==> src/rtl/cs_pkg.sv <==
package cs_pkg;

  typedef struct packed {
    logic       syncMode;
    logic [1:0] laneSel;
    logic [1:0] dirSel;
    logic       dsTimed;
    logic [3:0] ackCode;
    logic [1:0] spaceSel;
    logic [2:0] irqLevel;
    logic       autoVec;
  } csOpt_t;

  localparam int OPT_W     = $bits(csOpt_t);
  localparam int CNT_W     = 4;
  localparam int MAX_WAITS = 13;

  localparam logic [CNT_W-1:0] CODE_FAST = 4'b1110;
  localparam logic [CNT_W-1:0] CODE_EXT  = 4'b1111;

  localparam logic [1:0] FC_CPU  = 2'b00;
  localparam logic [1:0] FC_USER = 2'b01;
  localparam logic [1:0] FC_SUPV = 2'b10;
  localparam logic [1:0] SP_BOTH = 2'b11;

  typedef enum logic [1:0] {
    ACK_WAIT = 2'd0,
    ACK_FAST = 2'd1,
    ACK_EXT  = 2'd2
  } ackKind_t;

  typedef struct packed {
    logic load;
    logic step;
    logic clear;
  } csCmd_t;

endpackage

==> src/rtl/cs_dpath.sv <==
module cs_dpath
  import cs_pkg::*;
#(
  parameter bit                 IS_BOOT  = 1'b0,
  parameter logic [OPT_W-1:0]   BOOT_OPT = '0
) (
  input  logic             clk,
  input  logic             rstN,
  input  logic             cfgWe,
  input  logic [OPT_W-1:0] cfgData,
  input  logic             portWide,
  input  logic             busHit,
  input  logic             busRead,
  input  logic [1:0]       busLane,
  input  logic [1:0]       busFc,
  input  logic             busIack,
  input  logic [2:0]       iackLevel,
  input  logic             asN,
  input  logic             dsN,
  input  logic             slowTick,
  input  csCmd_t           cmd,
  output logic             matchNow,
  output logic             startNow,
  output logic             cntZero,
  output ackKind_t         kindNow,
  output logic             vecNow,
  output logic             vecHeld
);

  csOpt_t          opt;
  csOpt_t          rstOpt;
  logic [CNT_W-1:0] waitCnt;

  // reset value picked by the channel flavour
  generate
    if (IS_BOOT) begin : g_boot
      assign rstOpt = csOpt_t'(BOOT_OPT);
    end else begin : g_plain
      assign rstOpt = '0;
    end
  endgenerate

  always_ff @(posedge clk or negedge rstN) begin
    if (!rstN)      opt <= rstOpt;
    else if (cfgWe) opt <= csOpt_t'(cfgData);
  end

  // qualification terms
  logic laneOk, dirOk, spaceOk, levelOk, cpuAcc;

  always_comb begin
    cpuAcc  = (busFc == FC_CPU);
    laneOk  = (opt.laneSel != 2'b00) &&
              (!portWide || opt.laneSel == 2'b11 || busLane == opt.laneSel);
    dirOk   = busRead ? opt.dirSel[0] : opt.dirSel[1];
    if (opt.spaceSel == SP_BOTH)
      spaceOk = (busFc == FC_USER) || (busFc == FC_SUPV);
    else
      spaceOk = (busFc == opt.spaceSel);
    levelOk = !cpuAcc ||
              (busIack && (opt.irqLevel == 3'd0 || opt.irqLevel == iackLevel));
    matchNow = busHit && laneOk && dirOk && spaceOk && levelOk;
  end

  // timing source
  always_comb begin
    if (opt.syncMode)     startNow = !asN && slowTick;
    else if (opt.dsTimed) startNow = !asN && !dsN;
    else                  startNow = !asN;
  end

  always_comb begin
    if (opt.ackCode == CODE_EXT)       kindNow = ACK_EXT;
    else if (opt.ackCode == CODE_FAST) kindNow = ACK_FAST;
    else                               kindNow = ACK_WAIT;
    vecNow = opt.autoVec && cpuAcc;
  end

  // wait-state counter
  always_ff @(posedge clk or negedge rstN) begin
    if (!rstN) begin
      waitCnt <= '0;
      vecHeld <= 1'b0;
    end else if (cmd.clear) begin
      waitCnt <= '0;
      vecHeld <= 1'b0;
    end else if (cmd.load) begin
      waitCnt <= (opt.ackCode <= CNT_W'(MAX_WAITS)) ? opt.ackCode : '0;
      vecHeld <= vecNow;
    end else if (cmd.step) begin
      waitCnt <= waitCnt - 1'b1;
    end
  end

  assign cntZero = (waitCnt == '0);

endmodule

==> src/rtl/cs_ctrl.sv <==
module cs_ctrl
  import cs_pkg::*;
(
  input  logic     clk,
  input  logic     rstN,
  input  logic     asN,
  input  logic     matchNow,
  input  logic     startNow,
  input  logic     cntZero,
  input  ackKind_t kindNow,
  input  logic     vecNow,
  input  logic     vecHeld,
  output csCmd_t   cmd,
  output logic     csN,
  output logic     ackN,
  output logic     avecN
);

  typedef enum logic {ST_IDLE = 1'b0, ST_ACTIVE = 1'b1} state_t;

  state_t state;
  logic   done;

  always_comb begin
    cmd.load  = (state == ST_IDLE) && matchNow && startNow;
    cmd.clear = (state == ST_ACTIVE) && asN;
    cmd.step  = (state == ST_ACTIVE) && !asN && !cntZero;
  end

  always_ff @(posedge clk or negedge rstN) begin
    if (!rstN) begin
      state <= ST_IDLE;
      csN   <= 1'b1;
      ackN  <= 1'b1;
      avecN <= 1'b1;
      done  <= 1'b0;
    end else begin
      ackN  <= 1'b1;
      avecN <= 1'b1;
      unique case (state)
        ST_IDLE: begin
          if (cmd.load) begin
            state <= ST_ACTIVE;
            csN   <= 1'b0;
            done  <= (kindNow != ACK_WAIT);
            if (kindNow == ACK_FAST) begin
              if (vecNow) avecN <= 1'b0;
              else        ackN  <= 1'b0;
            end
          end
        end
        ST_ACTIVE: begin
          if (asN) begin
            state <= ST_IDLE;
            csN   <= 1'b1;
            done  <= 1'b0;
          end else if (cntZero && !done) begin
            done <= 1'b1;
            if (vecHeld) avecN <= 1'b0;
            else         ackN  <= 1'b0;
          end
        end
        default: state <= ST_IDLE;
      endcase
    end
  end

endmodule

==> src/rtl/cs_channel.sv <==
module cs_channel
  import cs_pkg::*;
#(
  parameter bit               IS_BOOT  = 1'b0,
  parameter logic [OPT_W-1:0] BOOT_OPT = 16'h7B70
) (
  input  logic             clk,
  input  logic             rstN,
  input  logic             cfgWe,
  input  logic [OPT_W-1:0] cfgData,
  input  logic             portWide,
  input  logic             busHit,
  input  logic             busRead,
  input  logic [1:0]       busLane,
  input  logic [1:0]       busFc,
  input  logic             busIack,
  input  logic [2:0]       iackLevel,
  input  logic             asN,
  input  logic             dsN,
  input  logic             slowTick,
  output logic             csN,
  output logic             ackN,
  output logic             avecN
);

  csCmd_t   cmd;
  logic     matchNow, startNow, cntZero, vecNow, vecHeld;
  ackKind_t kindNow;

  cs_dpath #(.IS_BOOT(IS_BOOT), .BOOT_OPT(BOOT_OPT)) dpath (
    .clk(clk), .rstN(rstN), .cfgWe(cfgWe), .cfgData(cfgData),
    .portWide(portWide), .busHit(busHit), .busRead(busRead),
    .busLane(busLane), .busFc(busFc), .busIack(busIack),
    .iackLevel(iackLevel), .asN(asN), .dsN(dsN), .slowTick(slowTick),
    .cmd(cmd), .matchNow(matchNow), .startNow(startNow),
    .cntZero(cntZero), .kindNow(kindNow), .vecNow(vecNow),
    .vecHeld(vecHeld)
  );

  cs_ctrl ctrl (
    .clk(clk), .rstN(rstN), .asN(asN), .matchNow(matchNow),
    .startNow(startNow), .cntZero(cntZero), .kindNow(kindNow),
    .vecNow(vecNow), .vecHeld(vecHeld), .cmd(cmd),
    .csN(csN), .ackN(ackN), .avecN(avecN)
  );

endmodule

==> config.mk <==
export PLATFORM = sky130hd
export DESIGN_NAME = cs_channel
export DESIGN_NICKNAME = d
export VERILOG_FILES = /design/src/rtl/cs_pkg.sv /design/src/rtl/cs_dpath.sv /design/src/rtl/cs_ctrl.sv /design/src/rtl/cs_channel.sv
export SDC_FILE = /design/constraint.sdc
export NUM_CORES = 1
export LEC_CHECK = 0
export ABC_AREA = 1
export ABC_CLOCK_PERIOD_IN_PS = 1430
export CAP_MARGIN = 20
export CORE_MARGIN = 2
export CORE_UTILIZATION = 43
export DETAILED_ROUTE_END_ITERATION = 12
export MAX_ROUTING_LAYER = met4
export PLACE_DENSITY_LB_ADDON = 0.05
export SETUP_SLACK_MARGIN = 0.15
export SYNTH_ARGS = -nofsm -noshare
export SYNTH_HDL_FRONTEND = slang
export SYNTH_SLANG_ARGS = --single-unit
==> constraint.sdc <==
create_clock -name clk -period 1.43 [get_ports clk]
set_input_delay 0.2145 -clock clk [delete_from_list [all_inputs] [get_ports clk]]
set_output_delay 0.2145 -clock clk [all_outputs]
set_load 0.01 [all_outputs]
### Yosys cells after proc, flatten, opt, wreduce, memory -nomap -nowiden

Cells that the tools add are included.

| storage, ports and cells | value |
|---|---|
| bits in registers | 26 |
| bits in latches | 0 |
| memory bits (writable) | 0 |
| ROM bits | 0 |
| bits of input ports | 33 |
| word-level logic and storage cells | 102 |
| memories kept | 0 |

| operators by class | value |
|---|---|
| add/sub/neg operators | 1 |
| $mul | 0 |
| div/mod/pow operators | 0 |
| magnitude comparators | 1 |
| equality and inequality tests | 13 |
| shift-type cells | 0 |
| mux-type cells | 36 |
| bitwise gates (word level) | 1 |
| reduce and logical (&&, ||, !) cells | 35 |

Operators with widths:

| operator | count |
|---|---|
| two-way mux 1 bit | 26 |
| two-way mux 4 bit | 4 |
| logical AND 1 bit | 15 |
| one-hot mux 1 bit (2 select lines) | 5 |
| == test 4 bit (second input constant) | 2 |
| == test 2 bit (second input constant) | 3 |
| zero test 1 bit | 6 |
| nonzero test 2 bit | 3 |
| logical OR 1 bit | 5 |
| == test 2 x 1 -> 1 bit (second input constant) | 2 |
| == test 2 bit | 2 |
| less-or-equal comparator 4 bit (second input constant) | 1 |
| zero test 4 bit | 1 |
| != test 2 bit (second input constant) | 2 |
| AND reduction 2 bit | 2 |
| subtractor 4 x 1 -> 4 bit (second input constant) | 1 |
| == test 3 bit | 1 |
| zero test 3 bit | 1 |
| != test 3 bit (second input constant) | 1 |
| nonzero test 3 bit | 1 |
| zero test 2 bit | 1 |
| two-way mux 2 bit | 1 |
| NOT 1 bit | 1 |

### Logic depth before layout (Yosys ltp)

Gate-level depths: netlist of run 1.

| logic depth | value |
|---|---|
| depth after elaboration | 12 |
| depth in mapped cells | 12 |
| mapped depth without buffers | 12 |

### Modules after synthesis

Synthesis of run 1 repeated with hierarchy kept, for this count alone.

| unflattened totals | value |
|---|---|
| cells, all modules | 178 |
| area total of the unflattened synthesis | 1430.1 µm² |

By module, submodules not included:

| module | times used | cells an instance | area each (µm²) |
|---|---|---|---|
| cs_dpath | 1 | 141 | 1143.6 |
| cs_ctrl | 1 | 37 | 286.5 |

### Worst setup path after synthesis of run 1

OpenSTA, ideal clock, no wires.

| path | value |
|---|---|
| path type | input-to-reg |
| start point | input busFc[0] |
| end point | register dpath.vecHeld |
| arrival time | 1.298 ns |
| path slack | 0.014 ns |
| stages on the path | 11 |
| buffers on the path | 1 |
| cells stage by stage | inv_1 -> ha_1 -> nand3b_1 -> nand2_1 -> nor2_1 -> nand2_1 -> nor2_4 -> nand2_4 -> buf_6 -> nand3_1 -> o21ai_2 |

| between the ends | value |
|---|---|
| longest elaborated chain between the ends | 8 |

RTL lines:

| what | line | RTL |
|---|---|---|
| start, declared | cs_channel.sv:15 | `input logic [1:0] busFc,` |
| == test 2 x 1 -> 1 bit or == test 2 bit (tied branches) | cs_dpath.sv:57 | `spaceOk = (busFc == FC_USER) \|\| (busFc == FC_SUPV);` |
| logical OR 1 bit | cs_dpath.sv:57 |  |
| two-way mux 1 bit | cs_dpath.sv:56 | `if (opt.spaceSel == SP_BOTH)` |
| logical AND 1 bit (2 in a row) | cs_dpath.sv:62 | `matchNow = busHit && laneOk && dirOk && spaceOk && levelOk;` |
| logical AND 1 bit (2 in a row) | cs_ctrl.sv:25 | `cmd.load = (state == ST_IDLE) && matchNow && startNow;` |
| nonzero test 2 bit (no source line) | n/a |  |
| end signal, assigned | cs_dpath.sv:89 | `vecHeld <= vecNow;` |
| end, declared | cs_dpath.sv:27 | `output logic vecHeld` |

Parallel ways exist; a longest one is shown, timed or not. The select of a mux whose other input is x is not followed.
A chain may end at the register's enable or synchronous reset.

### Worst setup path after layout of run 1

| path | value |
|---|---|
| start point | register ctrl.state |
| end point | register dpath.waitCnt[2] |

| between the ends | value |
|---|---|
| longest elaborated chain between the ends | 5 |

RTL lines:

| what | line | RTL |
|---|---|---|
| start, declared | cs_ctrl.sv:21 | `state_t state;` |
| start signal, assigned | cs_ctrl.sv:32 | `state <= ST_IDLE;` |
| start signal, assigned | cs_ctrl.sv:43 | `state <= ST_ACTIVE;` |
| start signal, assigned | cs_ctrl.sv:54 | `state <= ST_IDLE;` |
| NOT 1 bit | n/a |  |
| logical AND 1 bit (2 in a row) | cs_ctrl.sv:25 |  |
| two-way mux 4 bit | cs_dpath.sv:87 | `end else if (cmd.load) begin` |
| two-way mux 4 bit | cs_dpath.sv:84 | `end else if (cmd.clear) begin` |
| end signal, assigned | cs_dpath.sv:88 | `waitCnt <= (opt.ackCode <= CNT_W'(MAX_WAITS)) ? opt.ackCode : '0;` |
| end signal, assigned | cs_dpath.sv:91 | `waitCnt <= waitCnt - 1'b1;` |
| end, declared | cs_dpath.sv:32 | `logic [CNT_W-1:0] waitCnt;` |

Parallel ways exist; a longest one is shown, timed or not.

==> flow_summary.yaml, run 1 <==
routing:
  dr.pass1.iters: 4
  wl_per_cell_um: 11.66
  vias: 1285
  drt_drc_violations_left: 0
  drt_wl_total_um: 3161
  via_per_inst: 4.742
  drtAntennaViolNets: 0
  drtIter0Drc: 33
global_route:
  antenna_found_initial: 0
  grt_pass1_vias: 1294
  grt_pass1_wl_um: 5195
  track_usage_pct: 19.38
  globalRouteOverflowTotal: 0
  grt_max_degree: 27
synth:
  synth_area_leaders: "dfrtp_1 41%, nand2_1 14%, o21ai_0 6.7%, inv_1 5.9%, dfstp_2 5.6%"
  synthCells: 173
  yosysUniqueCellTypes: 28
  yosysTopAreaCell: "dfrtp_1"
  synth-seq-area-share_pct: 46.45
  syn_area_per_cell_um2: 8.144
  synth-seq-cells: 26
  yosysTopAreaCellShare_pct: 40.85
  synth_area_mm2: 0.001409
  synth_nets: 209
  yosys_warnings: 0
critical_path:
  worstSetupStartpointType: "flip-flop"
  path_max_fanout: 8
  cp.arrival_ns: 1.74
  worstSetupPathType: "flip-flop to flip-flop"
  crit_path_end_kind: "flip-flop"
  crit_required_ns: 1.69
finish:
  layout_common_cells: "49 x nand2_1, 30 x clkdlybuf4s50_1, 23 x dfrtp_1, 20 x inv_1, 16 x o21ai_0"
  seq_area_um2: 654.4
  layout-drive-gt1-share_pct: 26.43
  final_common_cell: "nand2_1"
  finalNetCount: 264
  multi_input_area_um2: 743.2
  area_growth_pct: 47.96
  n_antenna_cell: 0
  fin_cells: 271
  final.fill_count: 271
sta:
  fin_ws_ns: -0.04695
  finalCriticalPeriod_ns: 1.477
  max_freq_ghz: 0.6771
  fin_hold_ws_ns: 0.2408
  post-route-period-util_pct: 103.3
  rsz0062_at_grt: "yes"
  fin_skew_ns: 0.008334
  setup_violations: 7
  slew_violations: 0
  relSlewSlack_pct: 78.16
  hold_viol_final: 0
  worst_slew_pin_slew_ns: 0.3276
power:
  swShare_pct: 30.73
  clock_power_share_pct: 23.0
  ir_drop_mv: 0.6182
  p_int_uw: 1498
  seqPwrFrac_pct: 44.9
  power_density_mw_per_mm2: 1037
  power_switching_uw: 664.5
  p_leak_uw: 0.0009849
  p_comb_share_pct: 32.1
place:
  dp_slack_ns: -0.6864
  dp.final_hpwl_um: 2428
  portBuffers: 35
  gp_congestion: 0.8489
  dp.cells: 261
clocking:
  cts_hold_buf: 0
  clockBufferDepth: 2
  clk_pin_slew_worst_paths_ns: 0.14
  cts_sinks: 26
  root_buffer: "clkbuf_4"
  cts_inserted_buffers: 3
  clock_latency_ns: 0.31
  htreeDepth: 1
  tritoncts: "yes"
floorplanning:
  start_util_pct: 45.77
  rows: 20
  coreArea_mm2: 0.003078
  die_w_um: 61.24
  dieArea_mm2: 0.003750
  die_h_um: 61.24
  io_pins: 36
job:
  drv_cap: 0
status:
  violations: "setup timing"
  outcome: "finished with violations"
worst_hold_path:
  hp-class: "primary input to asynchronous set/reset pin"
## what timing repair did
action	in CTS	in global routing
gates resized for setup	26	4
pin swaps	6	6
setup buffers	4	1
setup endpoints to repair	13	10
gates cloned	1	0
## cells by family (layout without fill, tap and decap cells)
family	Yosys count	count (layout)	synth area share (%)
fa+ha+maj	3	3	2.665
xor+xnor	3	3	1.865
compound gates	28	28	11.46
simple gates	82	83	26.64
buf+inv	27	80	7.726
mux	4	4	3.197
flops	26	26	46.45
## state kept, by name, summed over array words and instances, names as in the netlist
| name | flops |
|---|---|
| ctrl.avecN | 1 |
| dpath.opt | 16 |
| ctrl.state | 1 |
| ctrl.csN | 1 |
| dpath.vecHeld | 1 |
| dpath.waitCnt | 4 |
| ctrl.done | 1 |
| ctrl.ackN | 1 |
## worst paths after layout
check | to | slack, ns | cells after the start | start
worst max-delay path | dpath.waitCnt[2] | -0.05 | 9 | ctrl.state
worst min-delay path | ctrl.done | 0.24 | 2 | rstN
worst max register to register | dpath.waitCnt[2] | -0.05 | 9 | ctrl.state
worst min register to register | ctrl.csN | 0.47 | 2 | ctrl.csN
max in group asynchronous | ctrl.ackN | 0.90 | 2 | rstN
min in group clk | dpath.opt[15] | 0.44 | 3 | cfgData[15]
## synth_stat cells
master / n
nand3_2: 1
nand3b_4: 1
nor2_4: 1
xnor2_1: 2
o21ai_2: 2
nand4_1: 2
nor2_2: 1
ha_1: 3
dfstp_2: 3
nand2_4: 1
nor3_1: 3
a21boi_2: 1
nand3_1: 12
buf_6: 1
clkbuf_1: 2
o21ai_0: 19
nand2_1: 53
mux2_2: 4
xor2_1: 1
o21ai_1: 2
o22ai_2: 1
inv_1: 22
a21oi_1: 3
inv_2: 1
nor2_1: 6
buf_1: 1
dfrtp_1: 23
nand3b_1: 1
## routing by layer
layer | global-route usage (%) | share of wire [%]
met1 | 21.24 | 40
met3 | 2.521 | 3.5
met2 | 36.32 | 55
met4 | 5.280 | 1.2
met5 | - | 0
## power by group through the flow
stage          sequential [uW]  combinational [uW]  clock [uW]
3_5_place_dp               985                 642           0
2_1_floorplan              968                 400           0
3_3_place_gp               980                 618           0
4_1_cts                    972                 678         519
6_report                   972                 694         497
5_1_grt                    987                 775         549
## worst max-delay path, stage by stage, from the launching register on
cell and delay (ns):
dfrtp_1 0.41, inv_2 0.08, nand3b_4 0.09, nor2_4 0.09
nand3_2 0.08, nor2_4 0.24, nand2_8 0.11, a21boi_2 0.18
nand2_1 0.08, nand2_1 0.05
## final cells by class
| cell class | instances | share of cell area (%) |
|---|---|---|
| inverter | 23 | 4.382 |
| multi-input combinational | 121 | 35.65 |
| clock inverter | 1 | 1.441 |
| tap | 44 | 2.641 |
| clock buffer | 3 | 1.080 |
| timing repair buffer | 53 | 23.41 |
| sequential | 26 | 31.39 |
## through the flow
step / util [%] / instance area, um^2 / TNS (ns) / total power (uW)
after floorplan: - / 1455 / 0 / 1368
after global placement: 62.89 / 1936 / -4.821 / 1597
after detailed placement: 62.89 / 1936 / -5.518 / 1627
after CTS: 66.95 / 2061 / -0.2196 / 2170
after global routing: 67.72 / 2085 / -1.151 / 2311
final: 67.72 / 2085 / -0.2076 / 2163
Power figures use the tool's default switching activity.
==> inputs of run 2 (changes only) <==
--- a/config.mk
+++ b/config.mk
@@ -13,7 +13,7 @@
 export DETAILED_ROUTE_END_ITERATION = 12
 export MAX_ROUTING_LAYER = met4
 export PLACE_DENSITY_LB_ADDON = 0.05
-export SETUP_SLACK_MARGIN = 0.15
+export SETUP_SLACK_MARGIN = 0.5
 export SYNTH_ARGS = -nofsm -noshare
 export SYNTH_HDL_FRONTEND = slang
 export SYNTH_SLANG_ARGS = --single-unit
==> flow_summary.yaml, run 2 (same netlist as run 1, synthesis figures left out) <==
sta:
  fin_skew_ns: 0.01471
  finalCriticalPeriod_ns: 1.437
  relSlewSlack_pct: 77.18
  slew_violations: 0
  fin_ws_ns: -0.006518
  post-route-period-util_pct: 100.5
  worst_slew_pin_slew_ns: 0.3424
  setup_violations: 2
  rsz0062_at_grt: "yes"
  hold_viol_final: 0
  max_freq_ghz: 0.6961
routing:
  dr.pass1.iters: 4
  vias: 1298
  via_per_inst: 4.807
  drtIter0Drc: 53
  wl_per_cell_um: 12.23
  drt_drc_violations_left: 0
  drt_wl_total_um: 3303
  drtAntennaViolNets: 0
global_route:
  grt_pass1_vias: 1283
  grt_pass1_wl_um: 5499
  grt_max_degree: 27
  antenna_found_initial: 0
  globalRouteOverflowTotal: 0
  track_usage_pct: 20.76
power:
  p_leak_uw: 0.0009708
  ir_drop_mv: 0.5125
  swShare_pct: 33.67
  p_comb_share_pct: 35.2
  p_int_uw: 1341
  power_density_mw_per_mm2: 964.1
  power_switching_uw: 680.8
  total_power_uw: 2022
  clock_power_share_pct: 16.5
  seqPwrFrac_pct: 48.2
status:
  violations: "setup timing"
  outcome: "finished with violations"
worst_hold_path:
  hp-class: "primary input to asynchronous set/reset pin"
place:
  dpl_cell_area_mm2: 0.001936
  dp.final_hpwl_um: 2484
  gp_congestion: 0.8260
  portBuffers: 35
  dp.cells: 261
floorplanning:
  die_w_um: 61.24
  rows: 20
  die_h_um: 61.24
  coreArea_mm2: 0.003078
  dieArea_mm2: 0.003750
  io_pins: 36
  start_util_pct: 45.77
finish:
  final.fill_count: 279
  fin_area_mm2: 0.002097
  largest_reg_flops: 16
  area_growth_pct: 48.85
  final_common_cell: "nand2_1"
  n_antenna_cell: 0
  layout_common_cells: "51 x nand2_1, 29 x clkdlybuf4s50_1, 23 x dfrtp_1, 15 x inv_1, 15 x o21ai_0"
  finalNetCount: 263
  layout-drive-gt1-share_pct: 28.76
  top_regs: "dpath.opt: 16 flops, dpath.waitCnt: 4 flops"
  fin_cells: 270
  top_register: "dpath.opt"
clocking:
  cts_sinks: 26
  clock_latency_ns: 0.34
  clockBufferDepth: 2
  cts_inserted_buffers: 3
  htreeDepth: 1
  tritoncts: "yes"
  root_buffer: "clkbuf_4"
  clk_pin_slew_worst_paths_ns: 0.15
critical_path:
  rrSetupSlack_ns: -0.007
  r2r-start: "dpath.opt[13]"
  crit_start: "dpath.opt[13]"
  crit_required_ns: 1.68
  worstSetupStartpointType: "flip-flop"
  worst_r2r_endpoint: "dpath.waitCnt[3]"
  cp.arrival_ns: 1.68
  crit_path_end_kind: "flip-flop"
  path_max_fanout: 4
  worstSetupPathType: "flip-flop to flip-flop"
  rr_worst_depth: 11
job:
  drv_cap: 0
-- run 2: cell count changes in the layout (fill, tap and decap cells not counted), sizes merged --
cell | previous run | this run
clkdlybuf4s50 | 30 | 29
bufinv | 1 | 0
buf | 21 | 19
clkdlybuf4s15 | 0 | 2
dlygate4sd2 | 2 | 1
nand2 | 55 | 56
clkbuf | 3 | 4
-- run 2: how the worst max path moves through the flow --
stage	endpoint	slack, ns	depth (start not counted)
after detailed placement	dpath.waitCnt[2]	-0.62	13
after CTS	dpath.waitCnt[1]	0.007	10
after floorplan	dpath.vecHeld	0.09	9
after global routing	dpath.waitCnt[1]	-0.09	10
after global placement	dpath.waitCnt[2]	-0.55	13
final	dpath.waitCnt[3]	-0.007	11
-- run 2: layer usage --
layer	vias up	part of all wire, %	track usage, %
met2	38	54	37.99
met3	7	5.2	2.731
met1	590	39	23.05
li1	663	-	-
met4	0	1.3	6.832
met5	-	0	-
-- run 2: power by group through the flow --
stage          Clock [uW]  Combinational [uW]  Sequential, uW
6_report              335                 712             975
4_1_cts               337                 702             972
5_1_grt               376                 800             993
3_5_place_dp            0                 645             986
2_1_floorplan           0                 402             968
3_3_place_gp            0                 613             978
-- run 2: layout make-up --
| type | count | area (um^2) | share of cell area [%] |
|---|---|---|---|
| Multi-Input combinational cell | 122 | 775.7 | 36.99 |
| Timing Repair Buffer | 51 | 494.2 | 23.57 |
| Sequential cell | 26 | 654.4 | 31.21 |
| Inverter | 23 | 91.34 | 4.356 |
| Tap cell | 44 | 55.05 | 2.625 |
| Clock buffer | 4 | 26.28 | 1.253 |
-- run 2: timing repair --
action | in CTS | in global routing
setup buffers | 2 | 1
gates cloned | 2 | 0
hold buffers | 0 | 0
pin swaps | 6 | 11
endpoints found under the setup margin | 26 | 13
resized for setup | 34 | 12
-- run 2: critical path: stages, from the launching register on --
cell	delay, ns
dfrtp_1	0.37
inv_1	0.06
nand2_1	0.07
o21ai_2	0.07
nor2_4	0.10
nand3_2	0.08
nor2_4	0.13
buf_12	0.14
buf_6	0.10
nand3_2	0.06
nand4_1	0.08
nand2_1	0.06
-- run 2: metrics by stage --
step	setup slack (ns)	TNS [ns]	util, %	hold WS (ns)
floorplan	0.09045	0	-	-0.08109
global placement	-0.5528	-4.993	62.89	0.4523
detailed placement	-0.6225	-5.688	62.89	0.4501
CTS	0.007295	0	67.24	0.2448
global route	-0.08510	-0.4394	68.13	0.2504
finish	-0.006518	-0.007800	68.13	0.2242
